--- config.mk ---
export PLATFORM = sky130hd
export DESIGN_NAME = spec_peak_search
export DESIGN_NICKNAME = d
export VERILOG_FILES = /design/src/rtl/spk_pkg.sv /design/src/rtl/spk_energy.sv /design/src/rtl/spk_window.sv /design/src/rtl/spk_tracker.sv /design/src/rtl/spec_peak_search.sv
export SDC_FILE = /design/constraint.sdc
export NUM_CORES = 1
export LEC_CHECK = 0
export BUFFER_PORTS_ARGS = -buffer_cell sky130_fd_sc_hd__buf_2
export CAP_MARGIN = 10
export CORE_AREA = 3 3 163 165
export DETAILED_ROUTE_END_ITERATION = 16
export DIE_AREA = 0 0 166 168
export HOLD_SLACK_MARGIN = 0.02
export PLACE_DENSITY_LB_ADDON = 0.3
export SLEW_MARGIN = 20
export SYNTH_ARGS = -nofsm -noshare
export SYNTH_HDL_FRONTEND = slang
export SYNTH_SLANG_ARGS = --single-unit
--- constraint.sdc ---
create_clock -name clk -period 6.8 [get_ports clk]
set_clock_uncertainty 0.1 [all_clocks]
set_input_delay 0.34 -clock clk [delete_from_list [all_inputs] [get_ports clk]]
set_output_delay 0.34 -clock clk [all_outputs]
set_load 0.01 [all_outputs]
--- src/rtl/spk_pkg.sv ---
package spk_pkg;
  localparam int DEF_NBINS = 16;
  localparam int DEF_DW    = 8;
endpackage

--- src/rtl/spk_energy.sv ---
module spk_energy #(
  parameter int DW = spk_pkg::DEF_DW,
  localparam int EW = 2 * DW
) (
  input  logic signed [DW-1:0] re,
  input  logic signed [DW-1:0] im,
  output logic        [EW-1:0] en
);
  logic signed [EW-1:0] pr, pi;
  always_comb begin
    pr = EW'(re) * EW'(re);
    pi = EW'(im) * EW'(im);
    en = EW'($unsigned(pr)) + EW'($unsigned(pi));
  end
endmodule

--- src/rtl/spk_window.sv ---
module spk_window #(
  parameter int NBINS = spk_pkg::DEF_NBINS,
  localparam int IW = $clog2(NBINS)
) (
  input  logic [IW-1:0] idx,
  input  logic [IW-1:0] win_hi,
  input  logic [IW-1:0] win_lo,
  output logic          in_win
);
  always_comb in_win = (idx <= win_hi) || (idx >= win_lo);
endmodule

--- src/rtl/spk_tracker.sv ---
module spk_tracker #(
  parameter int NBINS = spk_pkg::DEF_NBINS,
  parameter int DW    = spk_pkg::DEF_DW,
  localparam int IW = $clog2(NBINS),
  localparam int EW = 2 * DW
) (
  input  logic                 clk,
  input  logic                 rst_n,
  input  logic                 valid,
  input  logic                 first,
  input  logic signed [DW-1:0] re,
  input  logic signed [DW-1:0] im,
  input  logic        [EW-1:0] en,
  input  logic                 in_win,
  output logic        [IW-1:0] cur_idx,
  output logic                 res_valid,
  output logic        [IW-1:0] res_index,
  output logic signed [IW:0]   res_freq,
  output logic signed [DW-1:0] res_re,
  output logic signed [DW-1:0] res_im,
  output logic        [EW-1:0] res_en_left,
  output logic        [EW-1:0] res_en_right
);
  localparam logic [IW-1:0] LAST = IW'(NBINS - 1);
  localparam logic [IW-1:0] HALF = IW'(NBINS / 2);
  localparam logic [IW:0]   NB   = (IW+1)'(NBINS);

  logic [IW-1:0] cnt_q, cnt_n, bidx_q, bidx_n;
  logic signed [DW-1:0] bre_q, bre_n, bim_q, bim_n;
  logic [EW-1:0] ben_q, ben_n, left_q, left_n, right_q, right_n;
  logic [EW-1:0] prev_q, prev_n, e0_q, e0_n;
  logic pend_q, pend_n, load;
  logic signed [IW:0] freq_n;

  assign cur_idx = first ? '0 : cnt_q;

  always_comb begin
    cnt_n = cnt_q; bidx_n = bidx_q; bre_n = bre_q; bim_n = bim_q;
    ben_n = ben_q; left_n = left_q; right_n = right_q;
    prev_n = prev_q; e0_n = e0_q; pend_n = pend_q; load = 1'b0;
    if (valid) begin
      if (first) begin
        bidx_n = '0; bre_n = '0; bim_n = '0; ben_n = '0;
        left_n = '0; right_n = '0; pend_n = 1'b0;
      end
      if (pend_n) begin
        right_n = en;
        pend_n  = 1'b0;
      end
      if (cur_idx == '0) e0_n = en;
      if (in_win && (cur_idx == '0 || en > ben_n)) begin
        bidx_n = cur_idx; bre_n = re; bim_n = im; ben_n = en;
        left_n = (cur_idx == '0) ? '0 : prev_q;
        if (cur_idx == LAST) right_n = e0_n;
        else                 pend_n  = 1'b1;
      end
      prev_n = en;
      cnt_n  = (cur_idx == LAST) ? '0 : cur_idx + 1'b1;
      if (cur_idx == LAST) begin
        if (bidx_n == '0) left_n = en;
        load = 1'b1;
      end
    end
    freq_n = (bidx_n < HALF) ? $signed({1'b0, bidx_n}) : $signed({1'b0, bidx_n} - NB);
  end

  always_ff @(posedge clk or negedge rst_n) begin
    if (!rst_n) begin
      cnt_q <= '0; bidx_q <= '0; bre_q <= '0; bim_q <= '0; ben_q <= '0;
      left_q <= '0; right_q <= '0; prev_q <= '0; e0_q <= '0; pend_q <= 1'b0;
    end else if (valid) begin
      cnt_q <= cnt_n; bidx_q <= bidx_n; bre_q <= bre_n; bim_q <= bim_n;
      ben_q <= ben_n; left_q <= left_n; right_q <= right_n;
      prev_q <= prev_n; e0_q <= e0_n; pend_q <= pend_n;
    end
  end

  always_ff @(posedge clk or negedge rst_n) begin
    if (!rst_n) begin
      res_valid <= 1'b0; res_index <= '0; res_freq <= '0; res_re <= '0;
      res_im <= '0; res_en_left <= '0; res_en_right <= '0;
    end else begin
      res_valid <= load;
      if (load) begin
        res_index <= bidx_n; res_freq <= freq_n; res_re <= bre_n;
        res_im <= bim_n; res_en_left <= left_n; res_en_right <= right_n;
      end
    end
  end


  pulse_once_chk: assert property (@(posedge clk) disable iff (!rst_n)
    res_valid |=> !res_valid);

  peak_mono_chk: assert property (@(posedge clk) disable iff (!rst_n)
    (valid && !first) |=> ben_q >= $past(ben_q));

  outside_hold_chk: assert property (@(posedge clk) disable iff (!rst_n)
    (valid && !first && !in_win) |=> bidx_q == $past(bidx_q));

  restart_zero_chk: assert property (@(posedge clk) disable iff (!rst_n)
    (valid && first) |=> (bidx_q == '0 && cnt_q == IW'(1)));
endmodule

--- src/rtl/spec_peak_search.sv ---
module spec_peak_search #(
  parameter int NBINS = spk_pkg::DEF_NBINS,
  parameter int DW    = spk_pkg::DEF_DW,
  localparam int IW = $clog2(NBINS),
  localparam int EW = 2 * DW
) (
  input  logic                 clk,
  input  logic                 rst_n,
  input  logic                 bin_valid,
  input  logic                 bin_first,
  input  logic signed [DW-1:0] bin_re,
  input  logic signed [DW-1:0] bin_im,
  input  logic        [IW-1:0] win_hi,
  input  logic        [IW-1:0] win_lo,
  output logic                 res_valid,
  output logic        [IW-1:0] res_index,
  output logic signed [IW:0]   res_freq,
  output logic signed [DW-1:0] res_re,
  output logic signed [DW-1:0] res_im,
  output logic        [EW-1:0] res_en_left,
  output logic        [EW-1:0] res_en_right
);
  logic [EW-1:0] en;
  logic [IW-1:0] cur_idx;
  logic          in_win;

  spk_energy #(.DW(DW)) u_energy (.re(bin_re), .im(bin_im), .en(en));

  spk_window #(.NBINS(NBINS)) u_window (
    .idx(cur_idx), .win_hi(win_hi), .win_lo(win_lo), .in_win(in_win));

  spk_tracker #(.NBINS(NBINS), .DW(DW)) u_tracker (
    .clk(clk), .rst_n(rst_n), .valid(bin_valid), .first(bin_first),
    .re(bin_re), .im(bin_im), .en(en), .in_win(in_win), .cur_idx(cur_idx),
    .res_valid(res_valid), .res_index(res_index), .res_freq(res_freq),
    .res_re(res_re), .res_im(res_im), .res_en_left(res_en_left),
    .res_en_right(res_en_right));
endmodule

; ---- Yosys cells after proc, flatten, opt, wreduce, memory -nomap -nowiden
; Index checks and enable logic that the tools add are counted.
[totals]
register_bits = 163
input_bits = 28
out_inout_bits = 58
word_cells = 66
[classes]
n_addsub = 3
mul = 2
n_lt_le_gt_ge = 4
n_eq_ne = 1
muxes = 34
reduce_logical = 5
[op_table]
columns = operator, count
row1 = two-way mux 16 bit, 15
row2 = two-way mux 8 bit, 6
row3 = multiplier 8 x 8 -> 16 bit, 2
row4 = two-way mux 4 bit, 6
row5 = adder 16 bit, 1
row6 = > comparator 16 bit, 1
row7 = zero test 4 bit, 2
row8 = two-way mux 1 bit, 6
row9 = two-way mux 5 bit, 1
row10 = "subtractor 4 x 5 -> 5 bit, second input constant", 1
row11 = "adder 4 x 1 -> 4 bit, second input constant", 1
row12 = "== test 4 bit, second input constant", 1
row13 = >= comparator 4 bit, 1
row14 = <= comparator 4 bit, 1
row15 = "< comparator 4 bit, second input constant", 1
row16 = logical OR 1 bit, 2
row17 = logical AND 1 bit, 1

; ---- Logic depth before layout (Yosys ltp)
[logic_depth]
word_depth = 11
depth_mapped = 31
mapped_depth_nobuf = 28

; ---- By module
; Synthesis repeated with hierarchy kept, for this count alone.
[hier_totals]
cells_unflattened = 1277
hier_area_um2 = 12268.0
[by_module_without_submodules]
columns = mod, instances, cells_per_inst, area_each_um2, seq_area_each_um2
row1 = spk_tracker, 1, 775, 7564.8, 3953.8
row2 = spk_energy, 1, 477, 4520.6, 0.0
row3 = spk_window, 1, 25, 182.7, 0.0

; ---- Least setup slack after synthesis
; No wires, ideal clock.
[synth_timing]
path_kind = input port to flip-flop
startpoint = input port bin_im[0]
endpoint = register u_tracker.right_q[4]
setup_time_ns = 0.125
arrival_ns = 7.336
path_slack_ns = -0.761
cell_stages = 26
path_buffers = 1
cell_sequence = clkbuf_1 -> and2_1 -> xnor2_1 -> ha_1 -> a41o_1 -> fa_1 -> fa_1 -> fa_1 -> fa_1 -> inv_1 -> fa_1 -> inv_1 -> ha_1 -> o21a_1 -> o21ai_0 -> a21oi_1 -> or3_2 -> and2_1 -> ha_1 -> nand2_1 -> o21a_1 -> o221a_2 -> o21a_1 -> nor4_4 -> mux2_2 -> mux2_2
[synth_via]
elab_chain_cells = 7
word_cells_on_any_way = 10
classes_between = add/sub: 1 / mul: 1 / order compare: 1 / mux: 5 / reduce/logical: 2
[synth_lines]
columns = item, line
row1 = "start, declared", spec_peak_search.sv:12  ; input logic signed [DW-1:0] bin_im,
row2 = multiplier 8 x 8 -> 16 bit, spk_energy.sv:12  ; pi = EW'(im) * EW'(im);
row3 = adder 16 bit, spk_energy.sv:13  ; en = EW'($unsigned(pr)) + EW'($unsigned(pi));
row4 = named net en[11], spec_peak_search.sv:23  ; logic [EW-1:0] en;
row5 = > comparator 16 bit, spk_tracker.sv:51  ; if (in_win && (cur_idx == '0 || en > ben_n)) begin
row6 = logical OR 1 bit, spk_tracker.sv:51
row7 = logical AND 1 bit, spk_tracker.sv:51
row8 = two-way mux 16 bit, spk_tracker.sv:51
row9 = two-way mux 16 bit, spk_tracker.sv:41  ; if (valid) begin
row10 = "end signal, assigned", spk_tracker.sv:73  ; ben_q <= ben_n; left_q <= left_n; right_q <= right_n;
row11 = "end, declared", spk_tracker.sv:30  ; logic [EW-1:0] ben_q, ben_n, left_q, left_n, right_q, right_n;
; The timed path passes the listed nets, and every way through them passes these cells.
; A chain may end at the register's enable or synchronous reset.

; ---- Final worst setup path
[layout_timing]
startpoint = input port bin_re[0]
endpoint = register u_tracker.res_en_right[7]
[layout_via]
elab_chain_cells = 7
word_cells_on_any_way = 10
classes_between = add/sub: 1 / mul: 1 / order compare: 1 / mux: 5 / reduce/logical: 2
[layout_lines]
columns = item, line
row1 = "start, declared", spec_peak_search.sv:11  ; input logic signed [DW-1:0] bin_re,
row2 = multiplier 8 x 8 -> 16 bit, spk_energy.sv:11  ; pr = EW'(re) * EW'(re);
row3 = adder 16 bit, spk_energy.sv:13
row4 = named net en[15], spec_peak_search.sv:23
row5 = > comparator 16 bit, spk_tracker.sv:51
row6 = logical OR 1 bit, spk_tracker.sv:51
row7 = logical AND 1 bit, spk_tracker.sv:51
row8 = two-way mux 16 bit, spk_tracker.sv:51
row9 = two-way mux 16 bit, spk_tracker.sv:41
row10 = "end signal, assigned", spk_tracker.sv:86  ; res_im <= bim_n; res_en_left <= left_n; res_en_right <= right_n;
row11 = "end, declared", spk_tracker.sv:22  ; output logic [EW-1:0] res_en_right
; The timed path passes the listed nets, and every way through them passes these cells.

==> metrics.txt <==
Storage cell area between 3000 and 4000 um2; failing checks negative setup slack; Chip Height approximately 170 um; initial antenna violation count 0; Hold Path Origin bin_im[7]; vias around 10000; first-pass GRT wire length approximately 54 mm; top_reg_cell synth dfrtp_1; non-filler cells, final between 1500 and 2000; initial core utilization 0.4894; hold path cells 3; total global-route track usage 0.2391; Hold Crit Class primary input to register; global route overflow 0; Final WS setup -11.17 ps; status finished, violations left; area of the multi-input gates roughly 8000 um2; Die W 166 um; Num CTS Buffers 17; gpl congestion about 0.85; min cycle time layout 6811 ps; Synth Register Bits ~160; worst-margin pin slew about 1100 ps; ys async rst share 1.000; most used cell, CP fa_1; clock buffer depth 2; Critical Path AT around 7000 ps; num ports 86; Fmax 146.8 MHz; DRC Markers 0; syn_area_per_cell between 10 and 15 um2; Pre-antenna DRT Iters 5; number of max-cap violations 0; nets around 1700; Hold Worst Slack between 200 and 250 ps; unrepaired setup endpoints after global routing yes; period utilization 1.002; share of cells above drive strength 1 0.3278; fillers roughly 1900; wirelength, routed about 33 mm; Synth Net Count ~1400; antenna diode count 0; top-area cell type share of the netlist area 0.3208; dpl cells around 1700; CTS sink count 158; warnings from Yosys 0; RR Startpoint u_tracker.cnt_q[0]$_DFFE_PN0P_; Crit path largest cell delay between 500 and 600 ps; Root Driver clkbuf_16; Fin. Hold Viols 0; die area 27890 um2; Worst R2R Path Depth 7; reg2reg end u_tracker.e0_q[14]$_DFFE_PN0P_; synthesized cell area around 12000 um2; Core Box Area approximately 25000 um2; Yosys cell types 67; Skew-Pair Late Insertion Delay roughly 430 ps; number of vias per cell between 5 and 6; HPWL after DPL roughly 24 mm; row count 58; Crit Path Class primary input to register; largest cells by area after synthesis dfrtp_1 32%, fa_1 18%, ha_1 8.5%; Yosys top cell by area dfrtp_1; DRT iter0 DRCs ~720; vias in the first global route 10210; pin count of the biggest net entering global routing between 80 and 90; Final Max Tran Viols 0; per-cell routed wire length approximately 19 um; final setup vio count 4; post-route ant nets 0; Rel. slew slack 0.2922; CP startpoint kind primary input; CTS tree done; clk slew on worst S/H paths 70 ps; Max FO, Critical Path 5; register-to-register setup slack roughly 3400 ps; layout overhead on the synthesized area 29.20%; H-tree Lvls 4; Slowest-stage cell, CP fa_1; CP required around 7000 ps; Port Buf Inserts between 80 and 90; Worst setup EP type register; number of flops mapped to enable cells by yosys 0; Hold Path Sink u_tracker.bim_q[7]$_DFFE_PN0P_; sequential share of the synthesized area 0.3208; Post-Synthesis Cells 1218
-- stage by stage --
stage / util / TNS [ps] / area (um2) / setup slack [ps]
final: 0.6323 / -29.71 / 15920 / -11.17
after global routing: 0.6323 / -9571 / 15920 / -202.8
after CTS: 0.6070 / -1111 / 15280 / -72.90
after detailed placement: 0.5657 / -67410 / 14240 / -683.8
after global placement: 0.5657 / -45260 / 14240 / -471.5
after floorplan: - / -7918 / 12580 / -348.9
-- layout by cell type, fill, tap and decap left out, types with 9 or more instances in the layout --
cell / instances
nor2b_1: 12
fa_1: 105
clkbuf_16: 21
o21ai_0: 29
nand4_1: 10
o211ai_1: 9
nand3_1: 23
a32oi_1: 11
a22o_1: 32
o221ai_1: 26
buf_6: 29
nand2_2: 9
dfrtp_1: 158
a31oi_1: 20
nor2_1: 42
a21oi_1: 17
inv_2: 14
ha_4: 12
mux2i_1: 12
and2_1: 24
mux2_2: 27
buf_4: 139
xnor2_1: 20
ha_1: 70
inv_1: 157
buf_2: 69
mux2_4: 20
buf_12: 16
nand2_1: 123
and2_4: 13
-- flip-flops by register name, summed over array words and instances, names as in the netlist --
register / cells
u_tracker.pend_q: 1
u_tracker.res_re: 8
u_tracker.bidx_q: 4
u_tracker.res_valid: 1
u_tracker.res_freq: 4
u_tracker.prev_q: 16
u_tracker.ben_q: 16
u_tracker.right_q: 16
u_tracker.e0_q: 16
u_tracker.cnt_q: 4
u_tracker.bre_q: 8
u_tracker.res_en_left: 16
u_tracker.res_im: 8
u_tracker.res_en_right: 16
u_tracker.bim_q: 8
u_tracker.left_q: 16
-- cells by family after synthesis --
| logic type | share of synthesized area |
|---|---|
| buffers and inverters | 0.08000 |
| DFF | 0.3208 |
| adders and majority gates | 0.2672 |
| and+or+nand+nor | 0.1147 |
| AOI/OAI and AO/OA | 0.1375 |
| muxes | 0.05675 |
| xor gates and xnor gates | 0.02305 |
-- synth_stat cells (3+ instances only) --
| cell type | count |
|---|---|
| buf_4 | 5 |
| and2_1 | 37 |
| nor2b_1 | 18 |
| o21ai_0 | 40 |
| buf_2 | 8 |
| nand4_1 | 10 |
| inv_1 | 171 |
| a41o_1 | 3 |
| o221ai_1 | 28 |
| a21o_1 | 6 |
| a22o_1 | 32 |
| and3_1 | 5 |
| o2bb2ai_1 | 6 |
| xor2_1 | 4 |
| clkbuf_1 | 51 |
| nand3_1 | 24 |
| o211ai_1 | 9 |
| a21oi_1 | 23 |
| a211oi_1 | 3 |
| nor3_1 | 3 |
| ha_1 | 84 |
| a32oi_1 | 16 |
| mux2i_1 | 17 |
| nor2_1 | 44 |
| buf_6 | 4 |
| o31ai_1 | 7 |
| nand2_1 | 136 |
| dfrtp_1 | 158 |
| o221a_2 | 4 |
| a22oi_1 | 5 |
| fa_1 | 112 |
| o21a_1 | 8 |
| mux2_2 | 47 |
| nand2b_1 | 3 |
| a31oi_1 | 21 |
| xnor2_1 | 24 |
| buf_1 | 6 |
-- critical path, delay by kind of cell --
kind | cells | cell delay, ps
AO/OA/AOI/OAI | 6 | 1010
AND/OR/NAND/NOR | 4 | 700
multiplexers | 2 | 560
XOR/XNOR | 1 | 150
adder cells (fa/ha/maj) | 8 | 3470
buffers and inverters | 9 | 780
-- worst max-delay path by stage --
stage / start / to / slack, ps / cells past startpoint
global route: bin_im[1] / u_tracker.res_en_right[4]$_DFFE_PN0P_ / -200 / 30
detailed placement: bin_re[1] / u_tracker.right_q[7]$_DFFE_PN0P_ / -680 / 27
CTS: bin_re[7] / u_tracker.right_q[0]$_DFFE_PN0P_ / -70 / 30
finish: bin_re[0] / u_tracker.res_en_right[7]$_DFFE_PN0P_ / -10 / 30
global placement: bin_im[7] / u_tracker.res_en_right[4]$_DFFE_PN0P_ / -470 / 25
floorplan: bin_im[0] / u_tracker.res_en_right[4]$_DFFE_PN0P_ / -350 / 24
-- what timing repair did --
action / CTS / global route
cloned: 2 / 4
pin swaps: 41 / 45
gates resized for setup: 79 / 102
hold buffers: 1 / 0
endpoints found under the setup margin: 111 / 121
setup buffers: 12 / 15
endpoints found under the hold margin: 84 / 0
-- routing by layer --
metal,global-route usage,part of all wire,vias to the layer above
li1,-,-,4549
met1,0.3176,0.42,4979
met2,0.4033,0.50,335
met3,0.04085,0.058,46
met4,0.07667,0.023,0
met5,0,0,-
-- area by class of cell --
cell class | instances | share of cell area
tap | 330 | 0.02593
timing repair buffer | 267 | 0.1434
multi-input combinational | 813 | 0.5052
clock inverter | 15 | 0.009508
inverter | 173 | 0.04094
clock buffer | 17 | 0.02672
sequential | 158 | 0.2483
Power is not shown: default switching activity piles up to over one toggle a cycle in this logic, so the estimate is an artifact.
